`src/rtl/conv_guard_pkg.sv`:
```
package conv_guard_pkg;

  typedef enum logic [1:0] {
    ST_OFF     = 2'd0,
    ST_RUN     = 2'd1,
    ST_HICCUP  = 2'd2,
    ST_OVLATCH = 2'd3
  } guard_state_e;

  // control -> datapath strobes
  typedef struct packed {
    logic hicLoad;
    logic uvArm;
  } ctl_strobe_t;

  // datapath -> control flags
  typedef struct packed {
    logic ov;
    logic uv;
    logic oc;
    logic hot;
    logic hicDone;
    logic lineHigh;
    logic enOn;
  } dp_flag_t;

endpackage

```
`src/rtl/conv_guard_dp.sv`:
```
module conv_guard_dp
  import conv_guard_pkg::*;
#(
  parameter int V_W          = 12,
  parameter int I_W          = 12,
  parameter int T_W          = 8,
  parameter int OV_FLOOR     = 400,
  parameter int I_RATED      = 1000,
  parameter int OT_TRIP      = 120,
  parameter int OT_CLEAR     = 110,
  parameter int TICK_DIV     = 50,
  parameter int HICCUP_TICKS = 130000
) (
  input  logic            clk,
  input  logic            rstN,
  input  logic [V_W-1:0]  vOutCode,
  input  logic [V_W-1:0]  vSetCode,
  input  logic [I_W-1:0]  iOutCode,
  input  logic [T_W-1:0]  tempCode,
  input  logic            rampActive,
  input  logic            enPin,
  input  logic            enPolStrap,
  input  logic            faultLineIn,
  input  ctl_strobe_t     strobe,
  output dp_flag_t        flags
);

  localparam int PROD_W = V_W + 4;
  localparam int HIC_W  = $clog2(HICCUP_TICKS + 1);
  localparam logic [V_W-1:0] OV_FLOOR_C = V_W'(OV_FLOOR);
  localparam logic [I_W:0]   OC_LIM_C   = (I_W+1)'((I_RATED * 14) / 10);
  localparam logic [T_W-1:0] OT_TRIP_C  = T_W'(OT_TRIP);
  localparam logic [T_W-1:0] OT_CLEAR_C = T_W'(OT_CLEAR);
  localparam logic [HIC_W-1:0] HIC_END  = HIC_W'(HICCUP_TICKS);

  // pin synchronisers
  logic [1:0] enSync, lineSync;
  always_ff @(posedge clk or negedge rstN) begin
    if (!rstN) begin
      enSync   <= 2'b00;
      lineSync <= 2'b11;
    end else begin
      enSync   <= {enSync[0], enPin};
      lineSync <= {lineSync[0], faultLineIn};
    end
  end

  // scaled comparisons
  logic [PROD_W-1:0] vOutX10, vSetX13, vOutX4, vSetX3;
  always_comb begin
    vOutX10 = PROD_W'(vOutCode) * PROD_W'(10);
    vSetX13 = PROD_W'(vSetCode) * PROD_W'(13);
    vOutX4  = PROD_W'(vOutCode) * PROD_W'(4);
    vSetX3  = PROD_W'(vSetCode) * PROD_W'(3);
  end

  logic ovRaw, uvRaw, ocRaw;
  assign ovRaw = (vOutX10 > vSetX13) && (vOutCode > OV_FLOOR_C);
  assign uvRaw = strobe.uvArm && !rampActive && (vOutX4 < vSetX3);
  assign ocRaw = {1'b0, iOutCode} > OC_LIM_C;

  logic ovQ, uvQ, ocQ, hotQ;
  always_ff @(posedge clk or negedge rstN) begin
    if (!rstN) begin
      ovQ  <= 1'b0;
      uvQ  <= 1'b0;
      ocQ  <= 1'b0;
      hotQ <= 1'b0;
    end else begin
      ovQ <= ovRaw;
      uvQ <= uvRaw;
      ocQ <= ocRaw;
      if (tempCode >= OT_TRIP_C)      hotQ <= 1'b1;
      else if (tempCode < OT_CLEAR_C) hotQ <= 1'b0;
    end
  end

  // clock-enable tick
  logic tick;
  generate
    if (TICK_DIV <= 1) begin : g_tick_every
      assign tick = 1'b1;
    end else begin : g_tick_div
      localparam int DIV_W = $clog2(TICK_DIV);
      localparam logic [DIV_W-1:0] DIV_END = DIV_W'(TICK_DIV - 1);
      logic [DIV_W-1:0] divCnt;
      always_ff @(posedge clk or negedge rstN) begin
        if (!rstN)                divCnt <= '0;
        else if (divCnt == DIV_END) divCnt <= '0;
        else                      divCnt <= divCnt + 1'b1;
      end
      assign tick = (divCnt == DIV_END);
    end
  endgenerate

  // hiccup timer
  logic [HIC_W-1:0] hicCnt;
  always_ff @(posedge clk or negedge rstN) begin
    if (!rstN)                          hicCnt <= '0;
    else if (strobe.hicLoad)            hicCnt <= '0;
    else if (tick && hicCnt != HIC_END) hicCnt <= hicCnt + 1'b1;
  end

  always_comb begin
    flags.ov       = ovQ;
    flags.uv       = uvQ;
    flags.oc       = ocQ;
    flags.hot      = hotQ;
    flags.hicDone  = (hicCnt == HIC_END);
    flags.lineHigh = lineSync[1];
    flags.enOn     = enPolStrap ? enSync[1] : ~enSync[1];
  end

endmodule

```
`src/rtl/conv_guard_ctl.sv`:
```
module conv_guard_ctl
  import conv_guard_pkg::*;
(
  input  logic         clk,
  input  logic         rstN,
  input  dp_flag_t     flags,
  output ctl_strobe_t  strobe,
  output guard_state_e state,
  output logic         runCmd,
  output logic         faultPullLow
);

  guard_state_e nextState;
  logic retryFault;

  assign retryFault = flags.uv || flags.oc || flags.hot;

  always_comb begin
    nextState = state;
    unique case (state)
      ST_OFF: begin
        if (flags.enOn && flags.lineHigh && !flags.hot) nextState = ST_RUN;
      end
      ST_RUN: begin
        if (flags.ov)              nextState = ST_OVLATCH;
        else if (retryFault)       nextState = ST_HICCUP;
        else if (!flags.lineHigh)  nextState = ST_OFF;
        else if (!flags.enOn)      nextState = ST_OFF;
      end
      ST_HICCUP: begin
        if (flags.hicDone && !flags.hot) nextState = ST_OFF;
      end
      ST_OVLATCH: begin
        if (!flags.enOn) nextState = ST_OFF;
      end
      default: nextState = ST_OFF;
    endcase
  end

  always_ff @(posedge clk or negedge rstN) begin
    if (!rstN) state <= ST_OFF;
    else       state <= nextState;
  end

  always_comb begin
    strobe.hicLoad = (state == ST_RUN) && (nextState == ST_HICCUP);
    strobe.uvArm   = (state == ST_RUN);
  end

  assign runCmd       = (state == ST_RUN);
  assign faultPullLow = (state == ST_HICCUP) || (state == ST_OVLATCH);

endmodule

```
`src/rtl/conv_guard.sv`:
```
module conv_guard
  import conv_guard_pkg::*;
#(
  parameter int V_W          = 12,
  parameter int I_W          = 12,
  parameter int T_W          = 8,
  parameter int OV_FLOOR     = 400,
  parameter int I_RATED      = 1000,
  parameter int OT_TRIP      = 120,
  parameter int OT_CLEAR     = 110,
  parameter int TICK_DIV     = 50,
  parameter int HICCUP_TICKS = 130000
) (
  input  logic           clk,
  input  logic           rstN,
  input  logic [V_W-1:0] vOutCode,
  input  logic [V_W-1:0] vSetCode,
  input  logic [I_W-1:0] iOutCode,
  input  logic [T_W-1:0] tempCode,
  input  logic           rampActive,
  input  logic           enPin,
  input  logic           enPolStrap,
  input  logic           faultLineIn,
  output logic           runCmd,
  output logic           faultPullLow
);

  ctl_strobe_t  ctlStrobe;
  dp_flag_t     dpFlags;
  guard_state_e ctlState;

  conv_guard_dp #(
    .V_W(V_W), .I_W(I_W), .T_W(T_W), .OV_FLOOR(OV_FLOOR),
    .I_RATED(I_RATED), .OT_TRIP(OT_TRIP), .OT_CLEAR(OT_CLEAR),
    .TICK_DIV(TICK_DIV), .HICCUP_TICKS(HICCUP_TICKS)
  ) u_dp (
    .clk(clk), .rstN(rstN), .vOutCode(vOutCode), .vSetCode(vSetCode),
    .iOutCode(iOutCode), .tempCode(tempCode), .rampActive(rampActive),
    .enPin(enPin), .enPolStrap(enPolStrap), .faultLineIn(faultLineIn),
    .strobe(ctlStrobe), .flags(dpFlags)
  );

  conv_guard_ctl u_ctl (
    .clk(clk), .rstN(rstN), .flags(dpFlags), .strobe(ctlStrobe),
    .state(ctlState), .runCmd(runCmd), .faultPullLow(faultPullLow)
  );

endmodule

```
`config.mk`:
```
export PLATFORM = sky130hd
export DESIGN_NAME = conv_guard
export DESIGN_NICKNAME = d
export VERILOG_FILES = /design/src/rtl/conv_guard_pkg.sv /design/src/rtl/conv_guard_dp.sv /design/src/rtl/conv_guard_ctl.sv /design/src/rtl/conv_guard.sv
export SDC_FILE = /design/constraint.sdc
export NUM_CORES = 1
export LEC_CHECK = 0
export ABC_AREA = 1
export BUFFER_PORTS_ARGS = -buffer_cell sky130_fd_sc_hd__buf_2
export CORE_MARGIN = 2
export CORE_UTILIZATION = 61
export CTS_CLUSTER_DIAMETER = 50
export DETAILED_ROUTE_END_ITERATION = 6
export PLACE_DENSITY = 0.84
export SKIP_LAST_GASP = 1
export SYNTH_ARGS = -nofsm -noshare
export SYNTH_HDL_FRONTEND = slang
export SYNTH_SLANG_ARGS = --single-unit
```
`constraint.sdc`:
```
create_clock -name clk -period 2.35 [get_ports clk]
set_input_delay 0.5875 -clock clk [delete_from_list [all_inputs] [get_ports clk]]
set_output_delay 0.5875 -clock clk [all_outputs]
set_load 0.02 [all_outputs]
```
==> impl_results.md, run 1 <==
* Status: finished, violations left
* Violated checks: setup timing
* Critical Path RT at 2.52 ns
* Vias at 5045
* Inserted Clock Buffers at 5
* Asr flop ratio synth at 1.00
* WL/cell at 17.5 µm
* CP top delay family: adder cells
* TritonCTS clock tree: done
* Vias in the first global route at 5251
* Crit path DAT at 3.39 ns
* H-tree level count at 2
* Area grow syn2layout at 34.7%
* Unrepaired setup endpoints after global routing: yes
* Dpl cell area at 5910 µm²
* Part of the cycle the worst path needs at 1.37
* Post-DP HPWL at 10.3 mm
* Initial DRT Pass Iterations at 4
* Seq cells post-synth at 33
* # DRC at 0
* Max Slew Vio Count at 0
* Pre-CTS WS at -1.11 ns
* Buf+Inv Stages, Crit Path at 3
* Via-to-Cell Ratio at 5.82
* Iter 0 DRT Violations at 259
* Yosys Warn Count at 0
* Clk buf depth at 2
* Initial antenna violation count at 0
* Pin count of the biggest net entering global routing at 34
* Clock Tree Root: clkbuf_8
* Remaining antenna violation count after routing at 0
* WL final at 15.2 mm
* Worst Hold Slack at 0.361 ns
* Fin Clk Skew at 0.00595 ns
* Crit-path slowest cell: fa_1
* Mean post-synth cell area at 7.78 µm²
* Core area at 7650 µm²
* Worst-margin pin slew at 0.741 ns
* Die Ht at 92.5 µm
* Reg-to-Reg Start: u_dp.hicCnt[0]
* Fmax at 310 MHz
* Clock transition at path regs at 0.07 ns
* Nets at 915
* Reg2reg end: u_dp.hicCnt[9]
* Endpoints failing hold at 0
* Critical Path Start Type: primary input
* Layout cell share with drive strength beyond 1 at 0.353
* I/O pin total at 52
* First-pass GRT wire length at 22.9 mm
* Port bufs at 50
* Critical path peak fanout at 4
* Post-synth EDFFs at 0
* Crit path cell chain: buf_2, ha_2, fa_1, ha_4, nand2_1, inv_1, a31oi_2, xor2_1, ha_1, nand2_1, inv_2, nand3_1, nor2_2, nand4_1, nand3_1, a21oi_1
* # diodes at 0
* Maxcap violations at 0
* Finished Cell Area at 6430 µm²
* Cells after synthesis at 613
* Leak pwr at 3.23 nW
* Sequential share of power at 0.192
* Die ar. at 8550 µm²
* Clk sinks at 33
* Post-synth cell types at 40
* NetSw at 1.34 mW
* Synth area leaders: ha_1, dfrtp_1, fa_1, inv_1, nand2_1
* Gr usage total at 0.332
* Synth top area share at 0.212
* Part of the power in combinational logic at 0.674
* Reg2reg setup slack at 0.45 ns
* Clock Power Share at 0.134
* Global placement routability congestion at 0.972
* CP Capture Type: register
* Crit path time final at 3.22 ns
* Net Sw Frac at 0.438
* Power Dens Cells at 477 nW/µm²
* Cell area after synthesis at 4770 µm²
* Post-synth top area cell: ha_1
* Die X at 92.5 µm
* # setup viols final at 2
* Worst setup margin at -0.873 ns
* CP peak stage delay at 0.45 ns
* Cell Rows at 32
* Final global-route overflow total at 0
* Initial Util at 0.624
* Top_reg_cell synth: dfrtp_1
* Worst-skew pair later-pin latency at 0.29 ns
* Reg2Reg Depth at 12
* Max-slew headroom at 0.506
* Kind of critical path: primary input to register
* Net Count, Synth at 764
* Internal Power at 1.72 mW
* Min-Delay Path Class: primary input to asynchronous set/reset pin
* Setup TNS at -1.39 ns
* Sequential share of the synthesized area at 0.174
* Peak VDD IR at 278 µV
## placed cells by master (no fill, tap or decap), types with 3 or more instances in the layout
cell type  count
clkbuf_8       5
inv_2         11
inv_1         87
nand2_4        4
nor2_2         5
fa_2           4
nand3_2       21
nor3_1        15
a21oi_2        9
nand2_2       10
fa_1          16
buf_4         99
nor3_2         4
a21oi_4        3
nand4_1       10
nand2_1       88
o21ai_2        4
nor2_4         3
dfrtp_1       31
o21bai_1       5
buf_2         46
ha_1          60
nand3_1       48
nor2_1        35
buf_6          5
ha_4          19
xnor2_1       12
xor2_1        30
a21oi_1       25
o21ai_0       15
a31oi_1        3
## cell type report
type	count	area, µm²
Multi-Input combinational cell	473	3970
Fill cell	386	1220
Timing Repair Buffer	151	1040
Sequential cell	33	828
Inverter	100	378
Tap cell	102	128
Clock buffer	6	72.6
Clock inverter	2	10.0
## registers in the layout, indices dropped and copies added, names as in the netlist, 2 cells and up
signal,cells
u_dp.hicCnt,17
u_ctl.state,2
u_dp.g_tick_div.divCnt,6
u_dp.lineSync,2
u_dp.enSync,2
## how the worst max path moves through the flow
| stage | from | to | slack, ns | depth (start not counted) |
|---|---|---|---|---|
| after CTS | vSetCode[2] | u_dp.ovQ | -0.69 | 17 |
| after floorplan | vSetCode[1] | u_dp.ovQ | -0.77 | 17 |
| final | vSetCode[6] | u_dp.ovQ | -0.87 | 16 |
| after detailed placement | vSetCode[1] | u_dp.ovQ | -1.11 | 18 |
| after global routing | vSetCode[6] | u_dp.ovQ | -0.94 | 16 |
| after global placement | vSetCode[3] | u_dp.ovQ | -1.02 | 15 |
## cell usage after synthesis (2+ instances only)
master,n
buf_6,5
o21bai_1,5
nand2_1,97
xor2_1,31
xnor2_1,14
o31ai_1,2
a21oi_1,37
o21a_1,2
nor2_4,3
o21ai_0,22
nand3b_1,2
nor2_2,2
nand2_4,2
nand3_1,51
nand3_2,18
a31oi_1,4
dfstp_2,2
nor2_1,38
nand4_1,10
ha_1,81
inv_1,98
dfrtp_1,31
nand2_2,3
nor3_1,18
fa_1,20
## power by group through the flow
stage	Combinational [mW]	Sequential (mW)	Clock, mW
global route	2.21	0.592	0.437
global placement	1.50	0.600	0
CTS	1.76	0.591	0.412
finish	2.07	0.590	0.410
floorplan	0.970	0.598	0
detailed placement	1.59	0.601	0
## per-layer routing
metal  share of wire  up-vias  wire length, µm  global-route usage
li1                -     2312                -                   -
met1            0.34     2401             5130               0.332
met2            0.54      226             8150               0.659
met3           0.048      106              736              0.0334
met4           0.077        0             1160               0.182
met5               0        -                0                   0
## kinds of logic (layout without fill, tap and decap cells)
family | after synthesis | count (layout) | synth area share
DFF | 33 | 33 | 0.174
xor gates and xnor gates | 45 | 45 | 0.0826
and+or+nand+nor | 250 | 250 | 0.262
AOI/OAI and AO/OA | 77 | 77 | 0.0926
adders and majority gates | 101 | 101 | 0.296
buffers and inverters | 107 | 259 | 0.0933
## metrics by stage
stage,total power [mW],utilization,std cells
2_1_floorplan,1.57,-,613
3_3_place_gp,2.10,0.773,851
3_5_place_dp,2.19,0.773,851
4_1_cts,2.77,0.816,863
5_1_grt,3.24,0.841,867
6_report,3.07,0.841,867
## worst reg2reg max path, stage by stage (launching register included)
cell and delay (ns):
dfrtp_1 0.45, inv_1 0.10, ha_1 0.16, nand2_2 0.05, clkinv_1 0.06, nand2_2 0.06, nor2_4 0.15, nand4_2 0.09
nand2_2 0.09, nand2_4 0.07, nand2_4 0.31, nand3_1 0.15, nand2_1 0.11
## what timing repair did
action | CTS | global route
buffers inserted | 4 | 4
pin swaps | 35 | 33
setup endpoints to repair | 2 | 2
hold buffers | 0 | 0
endpoints found under the hold margin | 0 | 0
resized for setup | 44 | 33
No activity file was read; power rests on OpenSTA's default activity.
==> run 2: changes to the inputs <==
==> constraint.sdc (replaced) <==
create_clock -name clk -period 3.65 [get_ports clk]
set_input_delay 0.9125 -clock clk [delete_from_list [all_inputs] [get_ports clk]]
set_output_delay 0.9125 -clock clk [all_outputs]
set_load 0.02 [all_outputs]
==> impl_results.md, run 2 (synthesized netlist as in run 1, its figures left out) <==
* Leak pwr at 2.99 nW
* Clk sinks at 33
* Maxcap violations at 0
* Kind of critical path: primary input to register
* # diodes at 0
* Reg2reg setup slack at 1.49 ns
* Part of the cycle the worst path needs at 0.984
* Clock Tree Root: clkbuf_8
* Min-Delay Path Class: register to register
* Iter 0 DRT Violations at 157
* Die X at 92.5 µm
* Global placement routability congestion at 0.925
* Max Slew Vio Count at 0
* Setup TNS at 0 ns
* Vias at 4533
* Gr usage total at 0.276
* Inserted Clock Buffers at 5
* Hold endpoint: u_dp.lineSync[1]
* Vias in the first global route at 4662
* Initial Util at 0.624
* Critical Path RT at 3.84 ns
* Area grow syn2layout at 21.9%
* Worst-margin pin slew at 0.725 ns
* Port bufs at 50
* I/O pin total at 52
* Biggest regs: u_dp.hicCnt: 17 flops, u_dp.g_tick_div.divCnt: 6 flops
* H-tree level count at 2
* Reg2Reg Depth at 10
* Final std cells w/o fill at 818
* CP Capture Type: register
* Commonest cells after routing, fill and taps aside: nand2_1, inv_1, ha_1, buf_4, buf_2
* Worst-skew pair later-pin latency at 0.30 ns
* Post-DP HPWL at 9.32 mm
* Largest Register: u_dp.hicCnt
* Cell Rows at 32
* Max reg flops at 17
* # DRC at 0
* Pin count of the biggest net entering global routing at 34
* Die ar. at 8550 µm²
* HP Start: u_dp.lineSync[0]
* Remaining antenna violation count after routing at 0
* TritonCTS clock tree: done
* First-pass GRT wire length at 19.3 mm
* WL final at 12.0 mm
* WL/cell at 14.7 µm
* Commonest non-fill, non-tap cell in the layout: nand2_1
* Power Dens Cells at 309 nW/µm²
* # setup viols final at 0
* Initial antenna violation count at 0
* Max-slew headroom at 0.517
* Worst Hold Slack at 0.357 ns
* Met3 WL at 336 µm
* Dpl cells at 809
* Clock transition at path regs at 0.07 ns
* DR top layer: met4
* Critical path peak fanout at 3
* Via-to-Cell Ratio at 5.54
* Met1 wire length at 4.58 mm
* Core area at 7650 µm²
* Nets at 866
* Fill count at 551
* Layout cell share with drive strength beyond 1 at 0.250
* Met2 WL at 6.48 mm
* Peak VDD IR at 178 µV
* Initial DRT Pass Iterations at 4
* Fin Clk Skew at 0.0126 ns
* Worst hold stages at 0
* Status: finished, final reports clean
* Die Ht at 92.5 µm
* Crit path time final at 3.59 ns
* Critical Path Start Type: primary input
* Clk buf depth at 2
* Final global-route overflow total at 0
* Worst setup margin at 0.0584 ns
* Crit path DAT at 3.78 ns
* Pre-CTS WS at -0.387 ns
* Reg-to-Reg Start: u_dp.hicCnt[0]
* Reg2reg end: u_dp.hicCnt[6]
* Endpoints failing hold at 0
* Fmax at 278 MHz
* Hold buffers post-CTS at 0
run 2: cell types whose count changed in the layout (fill, tap and decap cells not counted), moves of 5 or more:
cell,before,now
buf_4,99,51
ha_1,60,70
ha_4,19,11
nand2_1,88,95
inv_1,87,93
inv_2,11,5
nand2_2,10,4
a21oi_1,25,30
run 2: through the flow:
step | power (mW) | area (µm²) | utilization
6_report | 1.80 | 5820 | 0.761
5_1_grt | 1.93 | 5820 | 0.761
4_1_cts | 1.66 | 5620 | 0.734
3_5_place_dp | 1.31 | 5480 | 0.716
3_3_place_gp | 1.25 | 5480 | 0.716
2_1_floorplan | 0.975 | 4780 | -
run 2: power breakdown:
group          switching [mW]  total (mW)  internal, mW
clock                   0.141       0.344         0.203
sequential            0.00460       0.380         0.375
combinational           0.598        1.08         0.478
total                   0.744        1.80          1.06
run 2: timing repair:
action | 4_1_cts | 5_1_grt
gates resized for setup | 7 | 39
pin swaps | 2 | 25
endpoints found under the setup margin | 1 | 1
buffers inserted | 0 | 1
run 2: worst max path at each step:
stage / endpoint / from / slack (ns) / depth (start not counted)
2_1_floorplan: u_dp.ovQ / vSetCode[1] / 0.004 / 17
6_report: u_dp.ovQ / vSetCode[1] / 0.06 / 18
4_1_cts: u_dp.ovQ / vSetCode[2] / 0.01 / 19
3_3_place_gp: u_dp.ovQ / vSetCode[3] / -0.26 / 17
3_5_place_dp: u_dp.ovQ / vSetCode[3] / -0.39 / 17
5_1_grt: u_dp.ovQ / vSetCode[1] / -0.04 / 20
run 2: routing by layer:
| layer | up-vias | GRT usage |
|---|---|---|
| met1 | 2151 | 0.294 |
| met4 | 0 | 0.157 |
| li1 | 2221 | - |
| met3 | 43 | 0.0236 |
| met5 | - | 0 |
| met2 | 118 | 0.528 |
run 2: area by class of cell:
class,instances,area (µm²),area share
Clock inverter,2,35.0,0.00602
Timing Repair Buffer,102,644,0.111
Tap cell,102,128,0.0219
Clock buffer,6,72.6,0.0125
Inverter,100,378,0.0650
Multi-Input combinational cell,473,3730,0.641
Sequential cell,33,828,0.142
run 2: worst max-delay path: stages:
cell and delay (ns):
buf_2 0.13, buf_6 0.13, ha_4 0.15, fa_1 0.55
inv_2 0.06, fa_2 0.40, inv_2 0.08, nand3_2 0.08
nand2_2 0.11, nand4_1 0.10, nand4_1 0.12, xnor2_1 0.08
ha_1 0.33, nand4_1 0.14, nor2_2 0.17, nand4_1 0.11
nand3_2 0.09, a21oi_2 0.04
==> run 3: changes to the inputs <==
==> constraint.sdc (replaced) <==
create_clock -name clk -period 4.1 [get_ports clk]
set_input_delay 1.025 -clock clk [delete_from_list [all_inputs] [get_ports clk]]
set_output_delay 1.025 -clock clk [all_outputs]
set_load 0.02 [all_outputs]
==> impl_results.md, run 3 (synthesized netlist as in run 1, its figures left out) <==
* Fin Clk Skew at 0.00717 ns
* # setup viols final at 0
* Endpoints failing hold at 0
* Iter 0 DRT Violations at 145
* Gr usage total at 0.262
* Leak pwr at 2.82 nW
* Part of the cycle the worst path needs at 0.932
* Crit path top cell by count: nand4_1
* Global placement routability congestion at 0.927
* WL/cell at 13.5 µm
* Commonest cells after routing, fill and taps aside: inv_1, nand2_1, ha_1, nand3_1, buf_2
* CP top delay family: adder cells
* Dpl cells at 779
* Nets at 835
* Layout cell share with drive strength beyond 1 at 0.168
* Buf+Inv Stages, Crit Path at 3
* Min-Delay Path Class: register to register
* Initial antenna violation count at 0
* Final global-route overflow total at 0
* Vias in the first global route at 4225
* Commonest non-fill, non-tap cell in the layout: inv_1
* Status: finished, final reports clean
* Clock transition at path regs at 0.07 ns
* TritonCTS clock tree: done
* Critical path peak fanout at 3
* Crit path time final at 3.82 ns
* Initial Util at 0.624
* Max-slew headroom at 0.504
* Max Slew Vio Count at 0
* Largest Register: u_dp.hicCnt
* Via-to-Cell Ratio at 5.40
* Final std cells w/o fill at 787
* Kind of critical path: primary input to register
* CP peak stage delay at 0.55 ns
* Crit path DAT at 4.03 ns
* H-tree level count at 2
* Reg2Reg Depth at 10
* Area of the multi-input gates at 3500 µm²
* Worst-margin pin slew at 0.744 ns
* Reg2reg setup slack at 1.94 ns
* Port bufs at 50
* Hold endpoint: u_dp.lineSync[1]
* Core area at 7650 µm²
* Vias at 4250
* Cell Rows at 32
* Max reg flops at 17
* Peak VDD IR at 124 µV
* Crit-path slowest cell: fa_1
* Clk buf depth at 2
* Setup Buffers After CTS at 0
* Fill count at 657
* Die Ht at 92.5 µm
* Remaining antenna violation count after routing at 0
* Inserted Clock Buffers at 5
* Reg2reg end: u_dp.hicCnt[4]
* # diodes at 0
* Worst hold stages at 0
* Critical Path RT at 4.31 ns
* CP Capture Type: register
* Storage cell area at 828 µm²
* Clock Tree Root: clkbuf_8
* I/O pin total at 52
* Pin count of the biggest net entering global routing at 34
* Die X at 92.5 µm
* Clk sinks at 33
* Maxcap violations at 0
* Fmax at 262 MHz
* Critical Path Start Type: primary input
* Unrepaired setup endpoints after global routing: no
* Die ar. at 8550 µm²
* Area grow syn2layout at 11.9%
* HP Start: u_dp.lineSync[0]
* Worst-skew pair later-pin latency at 0.30 ns
* # DRC at 0
* Initial DRT Pass Iterations at 4
* Post-DP HPWL at 8.78 mm
* Hold buffers post-CTS at 0
* Power Dens Cells at 255 nW/µm²
* WL final at 10.6 mm
* Biggest regs: u_dp.hicCnt: 17 flops, u_dp.g_tick_div.divCnt: 6 flops
* Crit path cell chain: buf_2, ha_1, fa_1, inv_1, fa_1, inv_1, nand3_1, nand2_1, nand4_1, nand4_1, xnor2_1, ha_1, nand4_1, nor2_1, o21ai_0, a21oi_1
* First-pass GRT wire length at 18.4 mm
* Reg-to-Reg Start: u_dp.hicCnt[0]
* Finished Core Util at 0.698
[run 3: cell types whose count changed in the layout (fill, tap and decap cells not counted), moves of 3 or more]
cell	before	now
o21ai_0	16	21
ha_4	11	0
inv_1	93	98
inv_2	5	0
a21oi_2	5	0
o21ai_1	4	1
a21oi_1	30	37
buf_4	51	21
ha_1	70	81
[run 3: worst reg2reg max path: cells and delay by family, from the launching register on]
kind	cells	cell delay, ns
compound gates	1	0.52
fa+ha+maj	1	0.21
buf+inv	3	0.43
flops	1	0.45
simple gates	5	0.45
[run 3: how the worst max path moves through the flow]
stage,start,to,depth (start not counted)
5_1_grt,vSetCode[2],u_dp.ovQ,17
3_3_place_gp,vSetCode[2],u_dp.ovQ,17
6_report,vSetCode[1],u_dp.ovQ,16
2_1_floorplan,vSetCode[2],u_dp.ovQ,16
4_1_cts,vSetCode[2],u_dp.ovQ,17
3_5_place_dp,vSetCode[2],u_dp.ovQ,17
[run 3: final cells by class]
class	count	area share
multi-input combinational	473	0.655
sequential	33	0.155
timing repair buffer	71	0.0764
inverter	100	0.0707
tap	102	0.0239
clock buffer	7	0.0180
clock inverter	1	0.000937
[run 3: timing repair]
item	CTS	global route
setup endpoints to repair	0	1
endpoints found under the hold margin	0	0
gates resized for setup	0	1
[run 3: power breakdown]
part,internal [mW],total [mW],switching (mW),leakage (nW)
Combinational,0.320,0.751,0.431,2.34
Sequential,0.334,0.337,0.00317,0.424
Clock,0.152,0.275,0.123,0.0542
Total,0.806,1.36,0.557,2.82
[run 3: metrics by stage]
stage                     setup slack (ns)  hold slack (ns)  area [µm²]  TNS (ns)  power (mW)
final                                0.279            0.356        5340         0        1.36
after global routing                0.0416            0.360        5340         0        1.49
after CTS                            0.233            0.357        5340         0        1.37
after detailed placement           -0.0764            0.347        5240   -0.0764        1.09
after global placement              0.0230            0.339        5240         0        1.05
after floorplan                      0.234            0.331        4770         0       0.862
[run 3: routing by layer]
layer / wire [µm] / GRT usage / up-vias
met5: 0 / 0 / -
met4: 191 / 0.0759 / 0
met3: 238 / 0.0252 / 15
met2: 5690 / 0.507 / 83
met1: 4490 / 0.302 / 1982
li1: - / - / 2170
